File: src/rtl/dwreg_xfer.sv
module dwreg_xfer #(
  parameter logic [15:0] RESET_S = 16'h01FF
) (
  input  logic        clk,
  input  logic        rst_n,
  input  logic        cmd_valid,
  input  logic [4:0]  cmd_op,
  input  logic [15:0] cmd_data,
  output logic [15:0] reg_c,
  output logic [15:0] reg_x,
  output logic [15:0] reg_y,
  output logic [15:0] reg_s,
  output logic [15:0] reg_d,
  output logic        flag_n,
  output logic        flag_z,
  output logic        flag_c,
  output logic        flag_m,
  output logic        flag_x,
  output logic        flag_e
);

  localparam logic [4:0] OP_AX = 5'd0,  OP_AY = 5'd1,  OP_SX = 5'd2,  OP_XS = 5'd3;
  localparam logic [4:0] OP_XA = 5'd4,  OP_YA = 5'd5,  OP_CD = 5'd6,  OP_DC = 5'd7;
  localparam logic [4:0] OP_CS = 5'd8,  OP_SC = 5'd9,  OP_XY = 5'd10, OP_YX = 5'd11;
  localparam logic [4:0] OP_SWB = 5'd12, OP_SWE = 5'd13;
  localparam logic [4:0] OP_LA = 5'd16, OP_LX = 5'd17, OP_LY = 5'd18, OP_LS = 5'd19;
  localparam logic [4:0] OP_LD = 5'd20, OP_FL = 5'd21;

  localparam logic [2:0] T_NONE = 3'd0, T_A = 3'd1, T_C = 3'd2, T_X = 3'd3;
  localparam logic [2:0] T_Y = 3'd4, T_S = 3'd5, T_D = 3'd6;

  logic [15:0] src;
  logic [2:0]  dst;
  logic        nz_en;
  logic        narrow;
  logic        res_n, res_z;
  logic        new_x, new_m;

  always_comb begin
    src   = 16'h0000;
    dst   = T_NONE;
    nz_en = 1'b1;
    case (cmd_op)
      OP_AX: begin src = reg_c; dst = T_X; end
      OP_AY: begin src = reg_c; dst = T_Y; end
      OP_SX: begin src = reg_s; dst = T_X; end
      OP_XS: begin src = reg_x; dst = T_S; nz_en = 1'b0; end
      OP_XA: begin src = reg_x; dst = T_A; end
      OP_YA: begin src = reg_y; dst = T_A; end
      OP_CD: begin src = reg_c; dst = T_D; end
      OP_DC: begin src = reg_d; dst = T_C; end
      OP_CS: begin src = reg_c; dst = T_S; end
      OP_SC: begin src = reg_s; dst = T_C; end
      OP_XY: begin src = reg_x; dst = T_Y; end
      OP_YX: begin src = reg_y; dst = T_X; end
      OP_LA: begin src = cmd_data; dst = T_A; end
      OP_LX: begin src = cmd_data; dst = T_X; end
      OP_LY: begin src = cmd_data; dst = T_Y; end
      OP_LS: begin src = cmd_data; dst = T_S; nz_en = 1'b0; end
      OP_LD: begin src = cmd_data; dst = T_D; nz_en = 1'b0; end
      default: nz_en = 1'b0;
    endcase
  end

  assign narrow = ((dst == T_A) && flag_m) || (((dst == T_X) || (dst == T_Y)) && flag_x);
  assign res_n  = narrow ? src[7] : src[15];
  assign res_z  = narrow ? (src[7:0] == 8'h00) : (src == 16'h0000);
  assign new_x  = cmd_data[2] | flag_e;
  assign new_m  = cmd_data[3] | flag_e;

  always_ff @(posedge clk or negedge rst_n) begin
    if (!rst_n) begin
      reg_c  <= 16'h0000;
      reg_x  <= 16'h0000;
      reg_y  <= 16'h0000;
      reg_s  <= RESET_S;
      reg_d  <= 16'h0000;
      flag_n <= 1'b0;
      flag_z <= 1'b0;
      flag_c <= 1'b0;
      flag_m <= 1'b1;
      flag_x <= 1'b1;
      flag_e <= 1'b1;
    end else if (cmd_valid) begin
      case (dst)
        T_A: reg_c <= flag_m ? {reg_c[15:8], src[7:0]} : src;
        T_C: reg_c <= src;
        T_X: reg_x <= flag_x ? {8'h00, src[7:0]} : src;
        T_Y: reg_y <= flag_x ? {8'h00, src[7:0]} : src;
        T_S: reg_s <= flag_e ? {8'h01, src[7:0]} : src;
        T_D: reg_d <= src;
        default: ;
      endcase
      if (nz_en) begin
        flag_n <= res_n;
        flag_z <= res_z;
      end
      case (cmd_op)
        OP_SWB: begin
          reg_c  <= {reg_c[7:0], reg_c[15:8]};
          flag_n <= reg_c[15];
          flag_z <= (reg_c[15:8] == 8'h00);
        end
        OP_SWE: begin
          flag_e <= flag_c;
          flag_c <= flag_e;
          if (flag_c) begin
            flag_m      <= 1'b1;
            flag_x      <= 1'b1;
            reg_x[15:8] <= 8'h00;
            reg_y[15:8] <= 8'h00;
            reg_s[15:8] <= 8'h01;
          end
        end
        OP_FL: begin
          flag_c <= cmd_data[0];
          flag_z <= cmd_data[1];
          flag_x <= new_x;
          flag_m <= new_m;
          flag_n <= cmd_data[4];
          if (new_x) begin
            reg_x[15:8] <= 8'h00;
            reg_y[15:8] <= 8'h00;
          end
        end
        default: ;
      endcase
    end
  end

  // narrow index mode keeps both high bytes clear
  assert_idx_high_zero_R3: assert property (@(posedge clk) disable iff (!rst_n)
    flag_x |-> (reg_x[15:8] == 8'h00) && (reg_y[15:8] == 8'h00));

  // emulation pins the widths and the stack page
  assert_emu_forced_R9: assert property (@(posedge clk) disable iff (!rst_n)
    flag_e |-> flag_m && flag_x && (reg_s[15:8] == 8'h01));

  // narrow writes into A keep B
  assert_b_kept_R4: assert property (@(posedge clk) disable iff (!rst_n)
    cmd_valid && flag_m && (cmd_op == OP_XA || cmd_op == OP_YA || cmd_op == OP_LA)
    |=> reg_c[15:8] == $past(reg_c[15:8]));

  // copy source is left alone
  assert_src_kept_R7: assert property (@(posedge clk) disable iff (!rst_n)
    cmd_valid && (cmd_op == OP_AX) |=> reg_c == $past(reg_c));

  // X to S touches no flag
  assert_xs_no_flags_R6: assert property (@(posedge clk) disable iff (!rst_n)
    cmd_valid && (cmd_op == OP_XS) |=> flag_n == $past(flag_n) && flag_z == $past(flag_z));

  // byte swap result and its sign flag
  assert_swap_bytes_R8: assert property (@(posedge clk) disable iff (!rst_n)
    cmd_valid && (cmd_op == OP_SWB)
    |=> reg_c == {$past(reg_c[7:0]), $past(reg_c[15:8])} && flag_n == reg_c[7]);

  // an idle cycle changes no state
  assert_idle_hold_R10: assert property (@(posedge clk) disable iff (!rst_n)
    !cmd_valid |=> $stable(reg_c) && $stable(reg_x) && $stable(reg_y) && $stable(reg_s)
                   && $stable(reg_d) && $stable({flag_n, flag_z, flag_c, flag_m, flag_x, flag_e}));

endmodule

File: config.mk
export PLATFORM = sky130hd
export DESIGN_NAME = dwreg_xfer
export DESIGN_NICKNAME = d
export VERILOG_FILES = /design/src/rtl/dwreg_xfer.sv
export SDC_FILE = /design/constraint.sdc
export NUM_CORES = 1
export LEC_CHECK = 0
export CORE_UTILIZATION = 49
export CTS_BUF_LIST = sky130_fd_sc_hd__clkbuf_16
export CTS_CLUSTER_DIAMETER = 200
export DETAILED_ROUTE_END_ITERATION = 7
export HOLD_SLACK_MARGIN = 0.05
export PLACE_DENSITY_LB_ADDON = 0.15
export SYNTH_ARGS = -nofsm -noshare
export SYNTH_HDL_FRONTEND = slang
export SYNTH_SLANG_ARGS = --single-unit
export TNS_END_PERCENT = 30
File: constraint.sdc
create_clock -name clk -period 2.85 [get_ports clk]
set_clock_uncertainty 0.2 [all_clocks]
set_input_delay 0.57 -clock clk [delete_from_list [all_inputs] [get_ports clk]]
set_output_delay 0.57 -clock clk [all_outputs]
set_load 0.05 [all_outputs]
==> results.toml <==
[clocking]
cts_tree = "built"
numCtsBuffers = 9
h-tree-depth = 3
clockRootBuffer = "clkbuf_16"
cts.reportedPaths.clkPinSlew_ns = 0.07
ctsHoldBuffers = 0
clk_path_buf_depth = 2
insertion_delay_ns = 0.35
cts_sinks = 86

[layout]
mostFrequentLayoutCells = "clkdlybuf4s50_1, dfrtp_1, buf_4"
diodes = 0
final_common_cell = "clkdlybuf4s50_1"
fillCellCount = 548
nets = 604
syn_to_final_growth_pct = 49.4
final_cells = 690
multiInputGateArea_mm2 = 0.00201
drive_above_1_share_pct = 26.7
regArea_mm2 = 0.00217

[logic_synthesis]
synth_top_area_share_pct = 43.1
ys_ff_latch = 86
synthCells = 407
ys.flop_type = "dfrtp_1"
synth.distinct_cells = 52
async_reset_ff_share_pct = 100
postSynthAreaPerCell_um2 = 10.6
ys_top_cells_by_area = "dfrtp_1, mux2_2, dfstp_2"
yosysTopAreaCell = "dfrtp_1"
netlist_area_mm2 = 0.00430
syn_nets = 431
yosysSeqAreaShare_pct = 50.4
synth_enable_flop_cells = 0
yosysWarnings = 0

[global_route]
grt_pass1_vias = 4328
gr-total-overflow = 0
grt_max_degree = 46
grtUsageMet3_pct = 6.38
gr-max-usage-layer = "met2"
grt_pass1_wl_mm = 23.4
use_met1_pct = 44.6
antenna_found_initial = 0
grt_usage_pct = 35.1
groute.layer.met2.usage_pct = 57.1

[setup_path]
path_class = "input pin to flip-flop"
start_kind = "input pin"
r2r_setup_slack_ns = 0.70
crit_path_top_delay_cell = "nor4_1"
path_cells = "clkdlybuf4s15_1 > buf_6 > and3b_1 > o211a_4 > buf_8 > a222oi_1 > o311ai_0 > nor4_1 > a21boi_2 > o41ai_2"
r2r_cells = 5
r2r_start = "reg_y[11]"
worstPathArrival_ns = 2.95
end_kind = "flip-flop"
slowest_delay_ns = 0.41
required_ns = 2.89
rr_endpoint = "flag_z"
crit_fanout = 8
critPathCapture = "flag_z"
crit_path_start = "cmd_op[1]"

[placement]
gp_congestion = 0.920
post-dp-hpwl_mm = 10.5
port_buffers = 109
numPlacedInstances = 666

[drt]
via_per_inst = 6.30
vias = 4344
drtAntennaViolNets = 0
drtIter0Drc = 422
wirelength_mm = 15.2
drc = 0
dr.pass1.iters = 8
wl_per_cell_um = 22.1

[outcome]
violations = "setup timing"
status = "finished with violations"

[timing]
period_minus_slack_ns = 2.91
rsz0062_at_grt = "yes"
slew_headroom_pct = 49.2
setup_viol = 1
fin_crit_sh_pct = 102
hold_violations = 0
fmax_ghz = 0.343
drv_slew = 0
setup_slack_ns = -0.0620
worst_pin_slew_ns = 0.752

[run]
maxCapViolations = 0

[floorplan]
io_pins = 110
rows = 33
dieWidth_um = 95.7
start_util_pct = 51.6
coreArea_mm2 = 0.00834
die_area_mm2 = 0.00915
die_h_um = 95.7

[power_and_ir_drop]
total_power_mw = 4.91
peakVddDrop_mv = 0.563
power_density_mw_per_mm2 = 764
p_leak_nw = 2.78

[worst_hold_path]
holdCritPathClass = "input pin to async pin"
-- synth_stat cells, types with 4 or more instances --
cell type	number
a222oi_1	16
o311ai_0	7
mux2_2	33
nand3_1	8
dfrtp_1	74
nor2_1	35
a22o_1	24
a21oi_1	44
inv_1	11
nor2b_1	9
nor3_1	4
a22oi_1	18
clkbuf_1	18
nand2_1	26
o21ai_0	8
nor4_1	5
dfstp_2	12
-- sequential cells by signal, summed over array words and instances, names as in the netlist --
name,cells
reg_c,16
flag_c,1
flag_m,1
reg_s,16
reg_y,16
flag_e,1
flag_z,1
reg_d,16
reg_x,16
flag_x,1
flag_n,1
-- cell families (layout without fill, tap and decap cells) --
family,Yosys count,in the layout,share of synthesized area [%]
muxes,35,35,9.11
and+or+nand+nor,106,106,12.2
buffers and inverters,38,216,3.93
xor gates and xnor gates,4,4,0.815
AOI/OAI and AO/OA,138,138,23.5
DFF,86,86,50.4
-- power breakdown --
| group | leakage (nW) | internal (mW) | switching (mW) |
|---|---|---|---|
| Combinational | 1.54 | 0.710 | 1.26 |
| Sequential | 1.09 | 1.48 | 0.273 |
| Clock | 0.148 | 0.682 | 0.505 |
| Total | 2.78 | 2.87 | 2.03 |
-- per-layer routing --
layer	share of wire, %	vias to the layer above
met3	8.7	54
met5	0	-
met4	4.2	0
li1	-	1895
met2	48	267
met1	39	2128
-- final cells by class --
class                   count  area share, %
clock buffers               9           3.51
clock inverters             7           1.13
inverters                  11          0.643
multi-input cells         283           31.2
flip-flops and latches     86           33.7
well taps                 105           2.04
repair buffers            189           27.7
-- through the flow --
stage | area [um2] | setup TNS, ns | setup slack [ns] | hold WS, ns | util [%]
CTS | 6420 | 0 | 0.0336 | 0.0512 | 77.0
global placement | 6030 | -17.93 | -0.774 | 0.297 | 72.3
detailed placement | 6030 | -21.75 | -0.831 | 0.308 | 72.3
finish | 6420 | -0.0620 | -0.0620 | 0.0259 | 77.0
floorplan | 4330 | 0 | 0.00404 | 0.0744 | -
global route | 6420 | -0.185 | -0.183 | 0.0742 | 77.0
-- worst max-delay path, delay by kind of cell --
| family | cells | cell delay (ns) |
|---|---|---|
| and+or+nand+nor | 2 | 0.57 |
| AOI/OAI and AO/OA | 5 | 1.34 |
| buffers and inverters | 3 | 0.46 |
-- how the worst min path moves through the flow --
stage               endpoint  cells after the start
floorplan             flag_c                      0
global placement    reg_d[2]                      2
detailed placement  reg_d[2]                      2
CTS                 reg_d[0]                      1
global route          flag_c                      1
finish                flag_c                      1
-- what timing repair did --
action,4_1_cts,5_1_grt
setup endpoints to repair,20,9
gates resized for setup,22,1
cloned,1,0
buffers inserted,7,0
pin swaps,12,0
Note: power is estimated with default switching activity, not from simulation.
